### src/rtl/telem_pkg.sv
package telem_pkg;

    localparam int NCH       = 4;
    localparam int CNT_W     = 16;
    localparam int CAP_W     = 8;
    localparam int BYTE_W    = 8;
    localparam int FRAME_LEN = 41;
    localparam int IDX_W     = $clog2(FRAME_LEN);

    // byte positions the receiver decodes
    localparam int RAW_AT  = 6;
    localparam int BASE_AT = 18;
    localparam int DIFF_AT = 30;
    localparam int WORD_SPAN = NCH * 2;

    typedef struct packed {
        logic [NCH-1:0][CNT_W-1:0] raw;
        logic [NCH-1:0][CNT_W-1:0] base;
        logic [NCH-1:0][CNT_W-1:0] diff;
        logic [NCH-1:0][CAP_W-1:0] cap;
        logic [BYTE_W-1:0]         fw;
        logic [BYTE_W-1:0]         cstat;
        logic [BYTE_W-1:0]         ostat;
    } snap_t;

    typedef enum logic [1:0] {
        F_IDLE,
        F_LOAD,
        F_SEND
    } frame_state_t;

    typedef enum logic [1:0] {
        U_IDLE,
        U_START,
        U_DATA,
        U_STOP
    } uart_state_t;

endpackage

### src/rtl/telem_snapshot.sv
module telem_snapshot
    import telem_pkg::*;
(
    input  logic                  clk,
    input  logic                  rst_n,
    input  logic                  load,
    input  logic [NCH-1:0]        mask,
    input  logic [BYTE_W-1:0]     fw_in,
    input  logic [BYTE_W-1:0]     cstat_in,
    input  logic [BYTE_W-1:0]     ostat_in,
    input  logic [NCH*CAP_W-1:0]  cap_in,
    input  logic [NCH*CNT_W-1:0]  raw_in,
    input  logic [NCH*CNT_W-1:0]  base_in,
    input  logic [NCH*CNT_W-1:0]  diff_in,
    output snap_t                 snap_q,
    output logic [NCH-1:0]        lane_q
);

    snap_t          snap_d;
    logic [NCH-1:0] pick;
    logic           seen;

    assign snap_d.raw   = raw_in;
    assign snap_d.base  = base_in;
    assign snap_d.diff  = diff_in;
    assign snap_d.cap   = cap_in;
    assign snap_d.fw    = fw_in;
    assign snap_d.cstat = cstat_in;
    assign snap_d.ostat = ostat_in;

    // lowest enabled index wins
    always_comb begin
        seen = 1'b0;
        pick = '0;
        for (int i = 0; i < NCH; i++) begin
            pick[i] = mask[i] & ~seen;
            seen    = seen | mask[i];
        end
    end

    always_ff @(posedge clk) begin
        if (!rst_n) begin
            snap_q <= '0;
            lane_q <= '0;
        end else if (load) begin
            snap_q <= snap_d;
            lane_q <= pick;
        end
    end

endmodule

### src/rtl/telem_frame_map.sv
module telem_frame_map
    import telem_pkg::*;
(
    input  logic [IDX_W-1:0]  idx,
    input  snap_t             snap,
    output logic [BYTE_W-1:0] byte_o
);

    localparam logic [IDX_W-1:0] RAW_LO  = IDX_W'(RAW_AT);
    localparam logic [IDX_W-1:0] BASE_LO = IDX_W'(BASE_AT);
    localparam logic [IDX_W-1:0] DIFF_LO = IDX_W'(DIFF_AT);
    localparam logic [IDX_W-1:0] SPAN    = IDX_W'(WORD_SPAN);

    logic [IDX_W-1:0]        off;
    logic [$clog2(NCH)-1:0]  ch;
    logic [CNT_W-1:0]        word;
    logic                    in_word;

    always_comb begin
        off     = '0;
        word    = '0;
        in_word = 1'b0;
        if (idx >= RAW_LO && idx < RAW_LO + SPAN) begin
            off = idx - RAW_LO;
            in_word = 1'b1;
        end else if (idx >= BASE_LO && idx < BASE_LO + SPAN) begin
            off = idx - BASE_LO;
            in_word = 1'b1;
        end else if (idx >= DIFF_LO && idx < DIFF_LO + SPAN) begin
            off = idx - DIFF_LO;
            in_word = 1'b1;
        end
        ch = off[$clog2(NCH):1];
        if (idx < BASE_LO)
            word = snap.raw[ch];
        else if (idx < DIFF_LO)
            word = snap.base[ch];
        else
            word = snap.diff[ch];
    end

    always_comb begin
        byte_o = 8'h00;
        if (in_word) begin
            // even offset carries the high half
            byte_o = off[0] ? word[7:0] : word[15:8];
        end else begin
            unique case (idx)
                IDX_W'(0):  byte_o = 8'h0D;
                IDX_W'(1):  byte_o = 8'h0A;
                IDX_W'(3):  byte_o = snap.fw;
                IDX_W'(5):  byte_o = snap.cap[0];
                IDX_W'(14): byte_o = snap.cstat;
                IDX_W'(15): byte_o = snap.ostat;
                IDX_W'(17): byte_o = snap.cap[1];
                IDX_W'(27): byte_o = snap.cap[2];
                IDX_W'(29): byte_o = snap.cap[3];
                IDX_W'(39): byte_o = 8'hFF;
                IDX_W'(40): byte_o = 8'hFF;
                default:    byte_o = 8'h00;
            endcase
        end
    end

endmodule

### src/rtl/telem_uart_tx.sv
module telem_uart_tx
    import telem_pkg::*;
#(
    parameter int CLKS_PER_BIT = 434
) (
    input  logic              clk,
    input  logic              rst_n,
    input  logic              start,
    input  logic [BYTE_W-1:0] data,
    output logic              line,
    output logic              done
);

    localparam int TW = (CLKS_PER_BIT > 1) ? $clog2(CLKS_PER_BIT) : 1;
    localparam logic [TW-1:0] TMAX = TW'(CLKS_PER_BIT - 1);
    localparam int BW = $clog2(BYTE_W);

    uart_state_t       st, st_nx;
    logic [TW-1:0]     tmr;
    logic [BW-1:0]     bit_cnt;
    logic [BYTE_W-1:0] shreg;
    logic              tick;

    assign tick = (tmr == TMAX);

    always_comb begin
        st_nx = st;
        unique case (st)
            U_IDLE:  if (start) st_nx = U_START;
            U_START: if (tick) st_nx = U_DATA;
            U_DATA:  if (tick && bit_cnt == BW'(BYTE_W - 1)) st_nx = U_STOP;
            U_STOP:  if (tick) st_nx = U_IDLE;
            default: st_nx = U_IDLE;
        endcase
    end

    always_ff @(posedge clk) begin
        if (!rst_n) begin
            st      <= U_IDLE;
            tmr     <= '0;
            bit_cnt <= '0;
            shreg   <= '0;
        end else begin
            st <= st_nx;
            if (st == U_IDLE || tick)
                tmr <= '0;
            else
                tmr <= tmr + 1'b1;
            if (st == U_IDLE && start)
                shreg <= data;
            if (st == U_START)
                bit_cnt <= '0;
            if (st == U_DATA && tick) begin
                shreg   <= {1'b0, shreg[BYTE_W-1:1]};
                bit_cnt <= bit_cnt + 1'b1;
            end
        end
    end

    always_comb begin
        line = 1'b1;
        done = 1'b0;
        unique case (st)
            U_IDLE:  line = 1'b1;
            U_START: line = 1'b0;
            U_DATA:  line = shreg[0];
            U_STOP:  begin
                line = 1'b1;
                done = tick;
            end
            default: line = 1'b1;
        endcase
    end

endmodule

### src/rtl/telem_frame_tx.sv
module telem_frame_tx
    import telem_pkg::*;
#(
    parameter int CLKS_PER_BIT = 434
) (
    input  logic                  clk,
    input  logic                  rst_n,
    input  logic                  trig,
    input  logic [NCH-1:0]        dbg_en,
    input  logic [BYTE_W-1:0]     fw_rev,
    input  logic [BYTE_W-1:0]     chan_stat,
    input  logic [BYTE_W-1:0]     out_stat,
    input  logic [NCH*CAP_W-1:0]  par_cap,
    input  logic [NCH*CNT_W-1:0]  raw_cnt,
    input  logic [NCH*CNT_W-1:0]  base_cnt,
    input  logic [NCH*CNT_W-1:0]  diff_cnt,
    output logic [NCH-1:0]        tx_line,
    output logic                  busy
);

    localparam logic [IDX_W-1:0] LAST_IDX = IDX_W'(FRAME_LEN - 1);

    frame_state_t      st, st_nx;
    logic [IDX_W-1:0]  byte_idx;
    logic              capture;
    logic              uart_start;
    logic              uart_done;
    logic              uart_line;
    logic [BYTE_W-1:0] cur_byte;
    snap_t             snap;
    logic [NCH-1:0]    lane_oh;
    logic              last;

    assign capture = (st == F_IDLE) && trig && (|dbg_en);
    assign last    = (byte_idx == LAST_IDX);

    telem_snapshot u_snap (
        .clk      (clk),
        .rst_n    (rst_n),
        .load     (capture),
        .mask     (dbg_en),
        .fw_in    (fw_rev),
        .cstat_in (chan_stat),
        .ostat_in (out_stat),
        .cap_in   (par_cap),
        .raw_in   (raw_cnt),
        .base_in  (base_cnt),
        .diff_in  (diff_cnt),
        .snap_q   (snap),
        .lane_q   (lane_oh)
    );

    telem_frame_map u_map (
        .idx    (byte_idx),
        .snap   (snap),
        .byte_o (cur_byte)
    );

    telem_uart_tx #(.CLKS_PER_BIT(CLKS_PER_BIT)) u_uart (
        .clk   (clk),
        .rst_n (rst_n),
        .start (uart_start),
        .data  (cur_byte),
        .line  (uart_line),
        .done  (uart_done)
    );

    always_comb begin
        st_nx = st;
        unique case (st)
            F_IDLE: if (capture) st_nx = F_LOAD;
            F_LOAD: st_nx = F_SEND;
            F_SEND: if (uart_done) st_nx = last ? F_IDLE : F_LOAD;
            default: st_nx = F_IDLE;
        endcase
    end

    always_ff @(posedge clk) begin
        if (!rst_n) begin
            st       <= F_IDLE;
            byte_idx <= '0;
        end else begin
            st <= st_nx;
            if (capture)
                byte_idx <= '0;
            else if (st == F_SEND && uart_done && !last)
                byte_idx <= byte_idx + 1'b1;
        end
    end

    always_comb begin
        busy       = (st != F_IDLE);
        uart_start = (st == F_LOAD);
    end

    for (genvar g = 0; g < NCH; g++) begin : g_lane
        assign tx_line[g] = (busy && lane_oh[g]) ? uart_line : 1'b1;
    end

endmodule

### config.mk
export PLATFORM = sky130hd
export DESIGN_NAME = telem_frame_tx
export DESIGN_NICKNAME = d
export VERILOG_FILES = /design/src/rtl/telem_pkg.sv /design/src/rtl/telem_snapshot.sv /design/src/rtl/telem_frame_map.sv /design/src/rtl/telem_uart_tx.sv /design/src/rtl/telem_frame_tx.sv
export SDC_FILE = /design/constraint.sdc
export NUM_CORES = 1
export LEC_CHECK = 0
export CORE_MARGIN = 2
export CORE_UTILIZATION = 50
export CTS_BUF_LIST = sky130_fd_sc_hd__clkbuf_8
export DETAILED_ROUTE_END_ITERATION = 10
export DONT_BUFFER_PORTS = 1
export PLACE_DENSITY = 0.76
export REMOVE_ABC_BUFFERS = 1
export SLEW_MARGIN = 20
export SYNTH_ARGS = -nofsm -noshare
export SYNTH_HDL_FRONTEND = slang
export SYNTH_HIERARCHICAL = 1
export SYNTH_SLANG_ARGS = --single-unit
export TNS_END_PERCENT = 50
### constraint.sdc
create_clock -name clk -period 4.3 [get_ports clk]
set_input_delay 0.86 -clock clk [delete_from_list [all_inputs] [get_ports clk]]
set_output_delay 0.86 -clock clk [all_outputs]
set_load 0.01 [all_outputs]
==> PnR_summary.wiki, run 1 <==
{| class="wikitable"
! Metric !! Value
|-
| Number of clock sinks || 282
|-
| Clk pwr share || 0.411
|-
| Root buf cell || clkbuf_8
|-
| Cell Area, Placed || 0.0139 sq mm
|-
| Most used cells in the layout excluding fill and tap cells || mux2i_1 (303), dfxtp_1 (281), nor2b_1 (262)
|-
| # IOs || 260
|-
| Number of flops mapped to enable cells by yosys || 0
|-
| Worst relative slew slack || 0.284
|-
| Die Y || 171 um
|-
| Leakage || 5.80 nW
|-
| Number of vias per cell after detailed routing || 5.60
|-
| Destination of the worst register-to-register timing path || u_uart/shreg[1]$_SDFFE_PN0P_
|-
| Part of the total power dissipated in sequential elements || 0.477
|-
| R2r startpoint || byte_idx[3]$_SDFFE_PP0P_
|-
| Area enclosed by the die boundary || 0.0292 sq mm
|-
| Sequential area share after synthesis || 0.405
|-
| Final setup violation count || 0
|-
| Unrepaired setup endpoints after global routing || no
|-
| CP Cell Sequence || or3_4 -> o211a_1 -> o31ai_4 -> buf_12 -> mux2i_1 -> o22ai_1 -> a311oi_1 -> nor3_1 -> or3_1 -> nand3_1 -> nand3_1 -> o211a_1
|-
| Arrival time of the worst setup path || 4.16 ns
|-
| Clock period minus worst slack || 3.69 ns
|-
| Number of synthesized register bits || 282
|-
| Yosys warnings || 6
|-
| Combinational family with the most area after synthesis || multiplexers
|-
| CTS H-tree depth || 2
|-
| Slew Limit Fails || 0
|-
| Clock network latency to the later pin of the worst-skew pair || 0.58 ns
|-
| TritonCTS Buffers || 49
|-
| Cell class contributing the biggest share of worst-path delay || compound AO/OA/AOI/OAI gates
|-
| Xor/xnor share of the synthesized area || 0.00566
|-
| Maximum number of pins on one net before global-route repair || 276
|-
| Largest voltage drop on the vdd net || 0.000329 V
|-
| Wire length of the first global-routing pass || 53000 um
|-
| Most used flip-flop cell after synthesis || dfxtp_1
|-
| Remaining routing DRC violations || 0
|-
| Max capacitance violation total || 0
|-
| Clock-pin slew on the worst setup and hold paths || 0.06 ns
|-
| Place WS || 0.669 ns
|-
| Hold Fails Final Rpt || 0
|-
| CP max-delay cell || dfxtp_1
|-
| Core Region || 0.0276 sq mm
|-
| Quantity of I/O buffers inserted on ports || 0
|-
| Switching share of total power || 0.257
|-
| Worst R2R Path Depth || 12
|-
| Wire per inst || 19.7 um
|-
| Final non-filler cell area || 0.0149 sq mm
|-
| Logic pwr share || 0.112
|-
| Area taken by flip-flops and latches || 0.00565 sq mm
|-
| Outcome || completed
|-
| Synth Area per Inst || 10.2 sq um
|-
| Share of final-layout standard cells stronger than drive strength 1 || 0.0944
|-
| Final net count || 1618
|-
| Horizontal extent of the die || 171 um
|-
| Area taken by multi-input logic gates || 0.00749 sq mm
|-
| Compound-cell area share of the yosys netlist || 0.0928
|-
| Number of violations reported at the end of detailed-routing iteration 0 || 874
|-
| Setup repair bufs after CTS || 0
|-
| Type of the setup path with the least slack || flop to flop
|-
| Count of buffer and inverter cells on the critical path || 1
|-
| Area share of fa/ha/maj cells after synthesis || 0.0117
|-
| Final RePlAce weighted congestion || 0.824
|-
| Fin cells || 1766
|-
| Number of inserted filler cells in the final layout || 2476
|-
| Total negative slack || 0 ns
|-
| Routed wire length || 34900 um
|-
| Synth unique cells || 74
|-
| Number of antenna-violating nets in the routed design || 0
|-
| Total Routing Usage GR || 0.229
|-
| Critical path capture point type || flop
|-
| End of the worst hold path || u_snap/lane_q[3]$_SDFFE_PN0P_
|-
| Remaining Overflow, GRT || 0
|-
| Fmax achieved || 271 MHz
|-
| CP peak stage delay || 0.51 ns
|-
| Post-synth ARST share || 0
|-
| Post-synthesis instance area || 0.0139 sq mm
|-
| Multiplexer area fraction after synthesis || 0.230
|-
| Number of antenna violations at the first check in global routing || 1
|-
| Cts repair resizes || 0
|-
| Worst Hold Class || primary input to flop
|-
| Area fraction in and, or, nand and nor cells after synthesis || 0.195
|-
| Placed wire-length estimate after detailed placement || 23900 um
|-
| Fin crit share || 0.857
|-
| Setup skew after layout || 0.0264 ns
|-
| Switching Power || 1.57 mW
|-
| Vias in the first global route || 9727
|-
| Starting density of the core || 0.504
|-
| Cell internal power dissipation || 4.54 mW
|-
| Critical path launch point type || flop
|-
| Final core utilization || 0.540
|-
| Site Rows || 61
|-
| Number of cells on the worst hold path || 1
|-
| Post-placement cell count || 1677
|-
| Measured slew at the worst slew-check pin || 1.06 ns
|-
| Count of hold buffers inserted by post-cts repair || 0
|-
| Layout overhead on the synthesized area || 7.05%
|-
| Cells after Synth || 1372
|-
| PwrDens || 410 mW/mm^2
|-
| TritonRoute pass-1 iters || 5
|-
| Max Root-Sink Buffers || 3
|-
| Highest net fanout along the worst path || 36
|-
| Vias || 9892
|-
| CP required || 4.77 ns
|-
| Most frequent standard cell in the layout excluding fill and tap cells || mux2i_1
|-
| Critical path launch point || byte_idx[3]$_SDFFE_PP0P_
|-
| Setup slack on the worst flop-to-flop path || 0.61 ns
|-
| Final Worst Setup Slack || 0.614 ns
|-
| TritonCTS clock tree || done
|-
| Startpoint of the most critical hold path || dbg_en[1]
|}
## metal layers
layer / global-route usage / wire (um) / up-vias
li1: - / - / 4821
met1: 0.283 / 14700 / 4679
met2: 0.372 / 16100 / 321
met3: 0.0786 / 3030 / 71
met4: 0.0822 / 978 / 0
met5: 0 / 0 / -
## state kept, by name (all words and copies together), names as in the netlist
signal          flops
u_uart/tmr          9
byte_idx            6
u_snap/snap_q     248
st                  2
u_uart/shreg        8
u_uart/bit_cnt      3
u_snap/lane_q       4
u_uart/st           2
## logic make-up (layout without fill, tap and decap cells)
logic type | count (synthesis) | in the layout
multiplexers | 312 | 312
flip-flops | 282 | 282
AO/OA/AOI/OAI | 174 | 174
AND/OR/NAND/NOR | 475 | 475
other | 0 | 1
buffers and inverters | 107 | 122
XOR/XNOR | 9 | 9
adder cells (fa/ha/maj) | 13 | 13
## synth_stat cells, types with 4 or more instances
library cell  number  share of area
a211o_1            4         0.0025
a211oi_1           6         0.0032
a21oi_1           26         0.0093
a221oi_1          12         0.0075
a22o_1             4         0.0025
a22oi_1           13         0.0070
a311oi_1           5         0.0031
a31oi_1           19         0.0085
and3_1             4         0.0018
buf_1              4         0.0011
buf_12             6         0.0086
buf_2             15         0.0054
buf_4              4         0.0022
buf_6              5         0.0040
buf_8             24          0.026
clkbuf_1          39          0.011
dfxtp_1          282           0.41
ha_1              13          0.012
inv_1             10         0.0027
mux2i_1          303           0.22
mux4_2             6         0.0097
nand2_1           86          0.023
nand2b_1           8         0.0036
nand3_1           28          0.010
nand3b_1           5         0.0027
nand4_1            5         0.0022
nor2_1            30         0.0081
nor2b_1          262           0.12
nor3_1            17         0.0061
nor3b_1            4         0.0022
nor4_1             5         0.0022
o211a_1           10         0.0072
o211ai_1           5         0.0027
o21a_1             4         0.0022
o21ai_0           16         0.0057
o21ai_1            5         0.0018
o22ai_1           11         0.0049
or3_1              6         0.0027
xnor2_1            5         0.0031
xor2_1             4         0.0025
## final cells by class
cell class	instances	share of cell area
Antenna cell	1	0.000168
Clock buffer	60	0.0554
Clock inverter	28	0.0128
Inverter	10	0.00252
Multi-Input combinational cell	983	0.503
Sequential cell	282	0.379
Tap cell	378	0.0317
Timing Repair Buffer	24	0.0163
## how the worst max path moves through the flow
stage / end / slack, ns / depth (start not counted)
CTS: u_uart/shreg[1]$_SDFFE_PN0P_ / 0.68 / 12
finish: u_uart/shreg[1]$_SDFFE_PN0P_ / 0.61 / 12
floorplan: u_snap/lane_q[0]$_SDFFE_PN0P_ / -12.73 / 4
global placement: u_uart/shreg[1]$_SDFFE_PN0P_ / 0.77 / 12
global route: u_uart/shreg[7]$_SDFFE_PP0P_ / 0.52 / 11
detailed placement: u_uart/shreg[1]$_SDFFE_PN0P_ / 0.67 / 12
## per-stage QoR
step | total power [mW] | hold slack (ns)
6_report | 6.11 | 0.392
5_1_grt | 6.37 | 0.359
4_1_cts | 6.16 | 0.369
3_5_place_dp | 3.65 | 0.467
3_3_place_gp | 3.63 | 0.456
2_1_floorplan | 3.84 | 0.441
## power by group through the flow
stage                     clock (mW)  sequential [mW]  combinational [mW]
after floorplan                    0             2.93               0.907
after global placement             0             2.97               0.663
after detailed placement           0             2.97               0.682
after CTS                       2.56             2.91               0.684
after global routing            2.68             2.93               0.751
final                           2.51             2.92               0.685
Power figures use the tool's default switching activity.
==> run 2, diff against run 1 <==
GPL_TIMING_DRIVEN = 0   (was unset)
MAX_ROUTING_LAYER = met4   (was unset)
==> run 2 against run 1 <==
Effect of this change: sequential share of layout area shrank 0.61 points; design area up 1.7%; largest cell class unchanged; global-route usage is 0.37 points higher; critical path type unchanged; combinational power grew 6.9%.
==> PnR_summary.wiki, run 2 (same netlist as run 1, synthesis figures left out) <==
{| class="wikitable"
! Metric !! Value
|-
| Number of violations reported at the end of detailed-routing iteration 0 || 556 (-36%)
|-
| DRT met1 WL || 14700 um (about the same)
|-
| TritonCTS clock tree || done
|-
| Clk pwr share || 0.398 (-0.013)
|-
| # IOs || 260 (unchanged)
|-
| CP required || 4.76 ns (about the same)
|-
| Final setup violation count || 0 (unchanged)
|-
| Topmost layer with routed signal wires || met4
|-
| Final RePlAce weighted congestion || 0.820 (-0.50%)
|-
| Met3 Wirelength || 2930 um (-3.1%)
|-
| Number of clock sinks || 282 (unchanged)
|-
| Met2 wirelength from detailed routing || 15800 um (-2.3%)
|-
| CP max-delay cell || a311oi_1
|-
| Final net count || 1621 (+0.19%)
|-
| Critical path capture point type || flop
|-
| Type of the setup path with the least slack || flop to flop
|-
| Area enclosed by the die boundary || 0.0292 sq mm (unchanged)
|-
| PwrDens || 398 mW/mm^2 (-2.8%)
|-
| Starting density of the core || 0.504 (unchanged)
|-
| Switching Power || 1.53 mW (-2.9%)
|-
| Critical path launch point type || flop
|-
| Measured slew at the worst slew-check pin || 0.900 ns (-0.165 ns)
|-
| CP Cell Sequence || buf_12 -> or3_4 -> o211a_1 -> o31ai_4 -> buf_6 -> buf_6 -> mux2i_1 -> o22ai_1 -> a311oi_1 -> nor3_1 -> or3_1 -> nand3_1 -> nand3_1 -> o211a_1
|-
| Final non-filler cell area || 0.0152 sq mm (+1.7%)
|-
| Cell internal power dissipation || 4.52 mW (-0.51%)
|-
| TritonRoute pass-1 iters || 5 (unchanged)
|-
| Vias in the first global route || 9616 (-1.1%)
|-
| Routed wire length || 34600 um (-0.84%)
|-
| Cell Area, Placed || 0.0142 sq mm (+2.2%)
|-
| Part of the total power dissipated in sequential elements || 0.481 (+0.004)
|-
| Cell class contributing the biggest share of worst-path delay || compound AO/OA/AOI/OAI gates
|-
| Number of antenna-violating nets in the routed design || 0 (unchanged)
|-
| Vias || 9873 (-0.19%)
|-
| Antenna Cells || 0 (-1)
|-
| Setup skew after layout || 0.0393 ns (+0.0129 ns)
|-
| Leakage || 5.88 nW (+1.3%)
|-
| Number of vias per cell after detailed routing || 5.61 (about the same)
|-
| Core Region || 0.0276 sq mm (unchanged)
|-
| Number of antenna violations at the first check in global routing || 0 (-1)
|-
| CP peak stage delay || 0.58 ns (+0.07 ns)
|-
| Logic pwr share || 0.121 (+0.009)
|-
| Max capacitance violation total || 0 (unchanged)
|-
| Layout overhead on the synthesized area || 8.91%
|-
| Number of inserted filler cells in the final layout || 2444 (-1.3%)
|-
| Total Routing Usage GR || 0.233 (+0.00365)
|-
| Arrival time of the worst setup path || 4.64 ns (+0.48 ns)
|-
| Hold Fails Final Rpt || 0 (unchanged)
|-
| Unrepaired setup endpoints after global routing || no
|-
| Slew Limit Fails || 0 (unchanged)
|-
| Top reg by flops || u_snap/snap_q
|-
| Root buf cell || clkbuf_8
|-
| Final core utilization || 0.549 (+0.00937)
|-
| Wire length of the first global-routing pass || 52100 um (-1.6%)
|-
| Remaining Overflow, GRT || 0 (unchanged)
|-
| Quantity of I/O buffers inserted on ports || 0 (unchanged)
|-
| Outcome || completed
|-
| Share of final-layout standard cells stronger than drive strength 1 || 0.0983 (+0.00389)
|-
| Count of buffer and inverter cells on the critical path || 3 (+2)
|-
| Wire per inst || 19.6 um (-0.56%)
|-
| Clock-pin slew on the worst setup and hold paths || 0.06 ns (about the same)
|-
| Number of flip-flops in the largest register || 248 (unchanged)
|-
| Largest registers || u_snap/snap_q (248), u_uart/tmr (9), u_uart/shreg (8)
|-
| Placed wire-length estimate after detailed placement || 23700 um (-0.50%)
|-
| Switching share of total power || 0.252 (-0.00451)
|-
| Maximum number of pins on one net before global-route repair || 276 (unchanged)
|-
| Remaining routing DRC violations || 0 (unchanged)
|-
| CTS H-tree depth || 2 (unchanged)
|-
| Horizontal extent of the die || 171 um (unchanged)
|-
| Most frequent standard cell in the layout excluding fill and tap cells || mux2i_1
|-
| Largest voltage drop on the vdd net || 0.000302 V (-7.9%)
|-
| Site Rows || 61 (unchanged)
|-
| Count of hold buffers inserted by post-cts repair || 0 (unchanged)
|-
| Overall power || 6.04 mW (-1.1%)
|-
| Fmax achieved || 240 MHz (-12%)
|-
| Max Root-Sink Buffers || 3 (unchanged)
|-
| Clock network latency to the later pin of the worst-skew pair || 0.57 ns (about the same)
|-
| Die Y || 171 um (unchanged)
|-
| Clock period minus worst slack || 4.17 ns (+0.488 ns)
|-
| Most used cells in the layout excluding fill and tap cells || mux2i_1 (303), dfxtp_1 (279), nor2b_1 (262)
|-
| Fin crit share || 0.971 (+0.114)
|-
| Worst Hold Class || primary input to flop
|-
| TritonCTS Buffers || 49 (unchanged)
|-
| Worst relative slew slack || 0.399 (+0.115)
|-
| Highest net fanout along the worst path || 32 (-11%)
|}
## run 2: through the flow
stage | hold slack [ns] | setup slack [ns] | std cells | setup TNS [ns]
after floorplan | 0.441 | -12.73 | 1275 | -3217.55
after global placement | 0.455 | -17.40 | 1653 | -4373.22
after detailed placement | 0.466 | -0.00849 | 1680 | -0.00849
after CTS | 0.366 | 0.157 | 1761 | 0
after global routing | 0.365 | 0.0150 | 1761 | 0
final | 0.406 | 0.126 | 1761 | 0
## run 2: power by group through the flow
stage	combinational [mW]	sequential (mW)	clock (mW)
2_1_floorplan	0.907	2.93	0
6_report	0.732	2.91	2.40
3_5_place_dp	0.729	2.96	0
5_1_grt	0.798	2.93	2.59
4_1_cts	0.732	2.90	2.46
3_3_place_gp	1.09	2.95	0
## run 2: final cells by class
type	instances	area [sq um]	share of cell area
Clock inverter	20	121	0.00800
Clock buffer	61	840	0.0553
Tap cell	378	473	0.0312
Timing Repair Buffer	27	500	0.0330
Multi-Input combinational cell	983	7550	0.498
Sequential cell	282	5650	0.372
Inverter	10	37.5	0.00247
## run 2: layer usage
metal / vias to the layer above / GRT usage
met2: 328 / 0.362
met3: 86 / 0.0699
li1: 4809 / -
met4: 0 / 0.0840
met1: 4650 / 0.287
met5: - / -
## run 2: timing repair
action | 4_1_cts | 5_1_grt
endpoints found under the hold margin | 0 | 0
resized for setup | 1 | 1
buffers inserted | 0 | 0
setup endpoints to repair | 1 | 1
pin swaps | 0 | 0
## run 2: worst paths after layout
path / slack [ns] / depth (start not counted) / to / start
min: 0.41 / 1 / u_snap/lane_q[3]$_SDFFE_PN0P_ / dbg_en[1]
min reg2reg: 0.47 / 2 / u_snap/lane_q[1]$_SDFFE_PN0P_ / u_snap/lane_q[1]$_SDFFE_PN0P_
max: 0.13 / 14 / u_uart/shreg[1]$_SDFFE_PN0P_ / byte_idx[1]$_SDFFE_PP0P_
max reg2reg: 0.13 / 14 / u_uart/shreg[1]$_SDFFE_PN0P_ / byte_idx[1]$_SDFFE_PP0P_
==> run 3, diff against run 2 <==
SYNTH_HIERARCHICAL = unset   (was 1)
==> run 3 against run 2 <==
Effect of this change: design area shrank 2.5%; global-route usage grew 3.4 points; sequential cell count is the same; first-iteration DRC count grew 110%; critical endpoint is now u_uart.shreg[0]$_SDFFE_PN0P_.
==> PnR_summary.wiki, run 3 <==
{| class="wikitable"
! Metric !! Value
|-
| Xor/xnor share of the synthesized area || 0.00845 (+0.00279)
|-
| Slew Limit Fails || 0 (unchanged)
|-
| Critical path launch point || byte_idx[2]$_SDFFE_PP0P_
|-
| Worst R2R Path Depth || 9 (-5)
|-
| CP required || 4.77 ns (about the same)
|-
| Site Rows || 60 (-1.6%)
|-
| Final-layout worst hold slack || 0.437 ns (+0.0316 ns)
|-
| Dominant cell by count in the synthesized netlist || nand2_1
|-
| Final net count || 1947 (+20%)
|-
| Root buf cell || clkbuf_8
|-
| Area share of fa/ha/maj cells after synthesis || 0.0139 (+0.00226)
|-
| Antenna Cells || 0 (unchanged)
|-
| Number of flops mapped to enable cells by yosys || 0 (unchanged)
|-
| Count of hold buffers inserted by post-cts repair || 0 (unchanged)
|-
| Die Y || 168 um (-1.6%)
|-
| Max Root-Sink Buffers || 3 (unchanged)
|-
| Final setup violation count || 0 (unchanged)
|-
| Unrepaired setup endpoints after global routing || no
|-
| Final core utilization || 0.553 (+0.00428)
|-
| Setup slack on the worst flop-to-flop path || 0.1 ns (-0.03 ns)
|-
| Maximum number of pins on one net before global-route repair || 270 (-2.2%)
|-
| Share of the synthesized area in the top cell type || 0.419 (+0.0139)
|-
| Compound-cell area share of the yosys netlist || 0.245 (+0.152)
|-
| Quantity of I/O buffers inserted on ports || 0 (unchanged)
|-
| Top reg by flops || u_snap.snap_q
|-
| TritonCTS Buffers || 48 (-2.0%)
|-
| TritonRoute pass-1 iters || 6 (+1)
|-
| Wire length of the first global-routing pass || 59000 um (+13%)
|-
| Measured slew at the worst slew-check pin || 1.07 ns (+0.174 ns)
|-
| Core Region || 0.0267 sq mm (-3.3%)
|-
| Most used flip-flop cell after synthesis || dfxtp_1
|-
| Most used cells in the layout excluding fill and tap cells || nand2_1 (620), dfxtp_1 (280), a21boi_0 (255)
|-
| Yosys warnings || 0 (-6)
|-
| Share of final-layout standard cells stronger than drive strength 1 || 0.0785 (-0.0198)
|-
| TritonCTS clock tree || done
|-
| Placed wire-length estimate after detailed placement || 26800 um (+13%)
|-
| CTS H-tree depth || 2 (unchanged)
|-
| Remaining routing DRC violations || 0 (unchanged)
|-
| Remaining Overflow, GRT || 0 (unchanged)
|-
| # IOs || 260 (unchanged)
|-
| Wire per inst || 18.5 um (-5.9%)
|-
| Max capacitance violation total || 0 (unchanged)
|-
| Cells after Synth || 1719 (+25%)
|-
| Vias || 12000 (+21%)
|-
| Horizontal extent of the die || 168 um (-1.6%)
|-
| Hold Fails Final Rpt || 0 (unchanged)
|-
| Number of synthesized register bits || 282 (unchanged)
|-
| PwrDens || 418 mW/mm^2 (+5.1%)
|-
| Synth Area per Inst || 7.84 sq um (-23%)
|-
| Sequential area share after synthesis || 0.419 (+0.0139)
|-
| Number of flip-flops in the largest register || 248 (unchanged)
|-
| Number of violations reported at the end of detailed-routing iteration 0 || 1186 (+110%)
|-
| Largest voltage drop on the vdd net || 0.000223 V (-26%)
|-
| Top cells by area, synth || dfxtp_1 (42%), nand2_1 (17%), a21boi_0 (14%)
|-
| Area enclosed by the die boundary || 0.0283 sq mm (-3.2%)
|-
| Highest net fanout along the worst path || 21 (-34%)
|-
| Area fraction in and, or, nand and nor cells after synthesis || 0.241 (+0.0462)
|-
| Clock-pin slew on the worst setup and hold paths || 0.06 ns (about the same)
|-
| Clock network latency to the later pin of the worst-skew pair || 0.56 ns (about the same)
|-
| Met3 Usage GRT || 0.0658 (-0.00404)
|-
| Routed wire length || 37800 um (+9.4%)
|-
| Layout overhead on the synthesized area || 9.81%
|-
| Multiplexer area fraction after synthesis || 0.0321 (-0.198)
|-
| Number of antenna-violating nets in the routed design || 0 (unchanged)
|-
| Critical path launch point type || flop
|-
| Number of vias per cell after detailed routing || 5.84 (+4.1%)
|-
| Leakage || 5.26 nW (-10%)
|-
| Most frequent standard cell in the layout excluding fill and tap cells || nand2_1
|-
| Crit path to || u_uart.shreg[0]$_SDFFE_PN0P_
|-
| Destination of the worst register-to-register timing path || u_uart.shreg[0]$_SDFFE_PN0P_
|-
| Most area-hungry cell type in the Yosys netlist || dfxtp_1
|-
| Worst Hold Class || primary input to flop
|-
| Most used routing layer in global routing || met2
|-
| Met2 track demand over resource || 0.421 (+0.0587)
|-
| Number of clock sinks || 282 (unchanged)
|-
| Post-synth ARST share || 0 (unchanged)
|-
| Clock period minus worst slack || 4.20 ns (+0.0292 ns)
|-
| R2r startpoint || byte_idx[2]$_SDFFE_PP0P_
|-
| Critical path capture point type || flop
|-
| Post-synthesis instance area || 0.0135 sq mm (-3.3%)
|-
| Fin crit share || 0.977 (+0.00680)
|-
| Vias in the first global route || 11300 (+17%)
|-
| Type of the setup path with the least slack || flop to flop
|-
| Number of antenna violations at the first check in global routing || 0 (unchanged)
|-
| Worst relative slew slack || 0.274 (-0.126)
|-
| Outcome || completed
|-
| Total Routing Usage GR || 0.267 (+0.0341)
|-
| Combinational family with the most area after synthesis || compound AO/OA/AOI/OAI gates
|-
| Synth top cells by count || nand2_1 (620), dfxtp_1 (282), a21boi_0 (255)
|-
| Largest registers || u_snap.snap_q (248), u_uart.tmr (9), u_uart.shreg (8)
|-
| Fmax achieved || 238 MHz (-0.70%)
|-
| Starting density of the core || 0.504 (about the same)
|-
| Global Route met1 Usage || 0.335 (+0.0478)
|-
| Synth unique cells || 68 (-8.1%)
|-
| Final RePlAce weighted congestion || 0.908 (+11%)
|-
| Arrival time of the worst setup path || 4.67 ns (+0.03 ns)
|-
| Setup skew after layout || 0.0303 ns (-0.00901 ns)
|}
run 3: timing repair:
action                     4_1_cts  5_1_grt
setup endpoints to repair        7        4
hold endpoints to repair         0        0
setup buffers                    0        0
resized for setup                7        2
run 3: cell type report:
| cell class | instances | area, sq um |
|---|---|---|
| tap | 341 | 427 |
| sequential | 282 | 5650 |
| clock inverter | 17 | 77.6 |
| clock buffer | 63 | 867 |
| fill | 2494 | 11900 |
| inverter | 10 | 37.5 |
| multi-input combinational | 1299 | 7330 |
| timing repair buffer | 36 | 409 |
run 3: layer usage:
layer	share of wire	routed length [um]
met5	0	0
met4	0.032	1210
met3	0.092	3500
met2	0.46	17300
met1	0.42	15800
run 3: how the worst min path moves through the flow:
stage                                        start                               to  slack, ns  depth (start not counted)
floorplan                 u_uart.tmr[0]$_SDFF_PP0_         u_uart.tmr[0]$_SDFF_PP0_       0.43                          1
global placement    u_snap.snap_q[37]$_SDFFE_PN0P_   u_snap.snap_q[37]$_SDFFE_PN0P_       0.45                          2
detailed placement  u_snap.snap_q[37]$_SDFFE_PN0P_   u_snap.snap_q[37]$_SDFFE_PN0P_       0.45                          2
CTS                                    raw_cnt[63]  u_snap.snap_q[247]$_SDFFE_PN0P_       0.40                          2
global route                           raw_cnt[19]  u_snap.snap_q[203]$_SDFFE_PN0P_       0.42                          2
finish                                 raw_cnt[47]  u_snap.snap_q[231]$_SDFFE_PN0P_       0.44                          2
run 3: critical path, stage by stage, from the launching register on:
cell       delay (ns)
dfxtp_1          0.76
inv_1            0.18
ha_2             0.70
inv_1            0.25
o2111ai_1        0.22
a21o_1           0.55
a21oi_1          0.17
a2111oi_0        0.82
a21oi_1          0.22
a31oi_1          0.21
run 3: logic make-up after synthesis:
kind of cell             after synthesis
AO/OA/AOI/OAI                        453
XOR/XNOR                              13
adder cells (fa/ha/maj)               15
buffers and inverters                138
flip-flops                           282
multiplexers                          33
AND/OR/NAND/NOR                      785
run 3: power breakdown:
part           switching, mW  total (mW)  internal [mW]
Combinational          0.495       0.819          0.324
Clock                   1.09        2.38           1.30
Sequential             0.134        2.98           2.85
Total                   1.72        6.19           4.47
run 3: through the flow:
| step | power (mW) | instance area, sq um | setup slack (ns) | std cells | setup TNS (ns) |
|---|---|---|---|---|---|
| final | 6.19 | 14800 | 0.0969 | 2048 | 0 |
| after global routing | 6.47 | 14800 | 0.0346 | 2048 | 0 |
| after CTS | 6.23 | 14800 | 0.149 | 2048 | 0 |
| after global placement | 3.86 | 13400 | -13.05 | 1932 | -2804.37 |
| after floorplan | 3.64 | 13000 | -7.06 | 1591 | -1550.25 |
| after detailed placement | 3.85 | 13800 | -0.260 | 1968 | -0.725 |
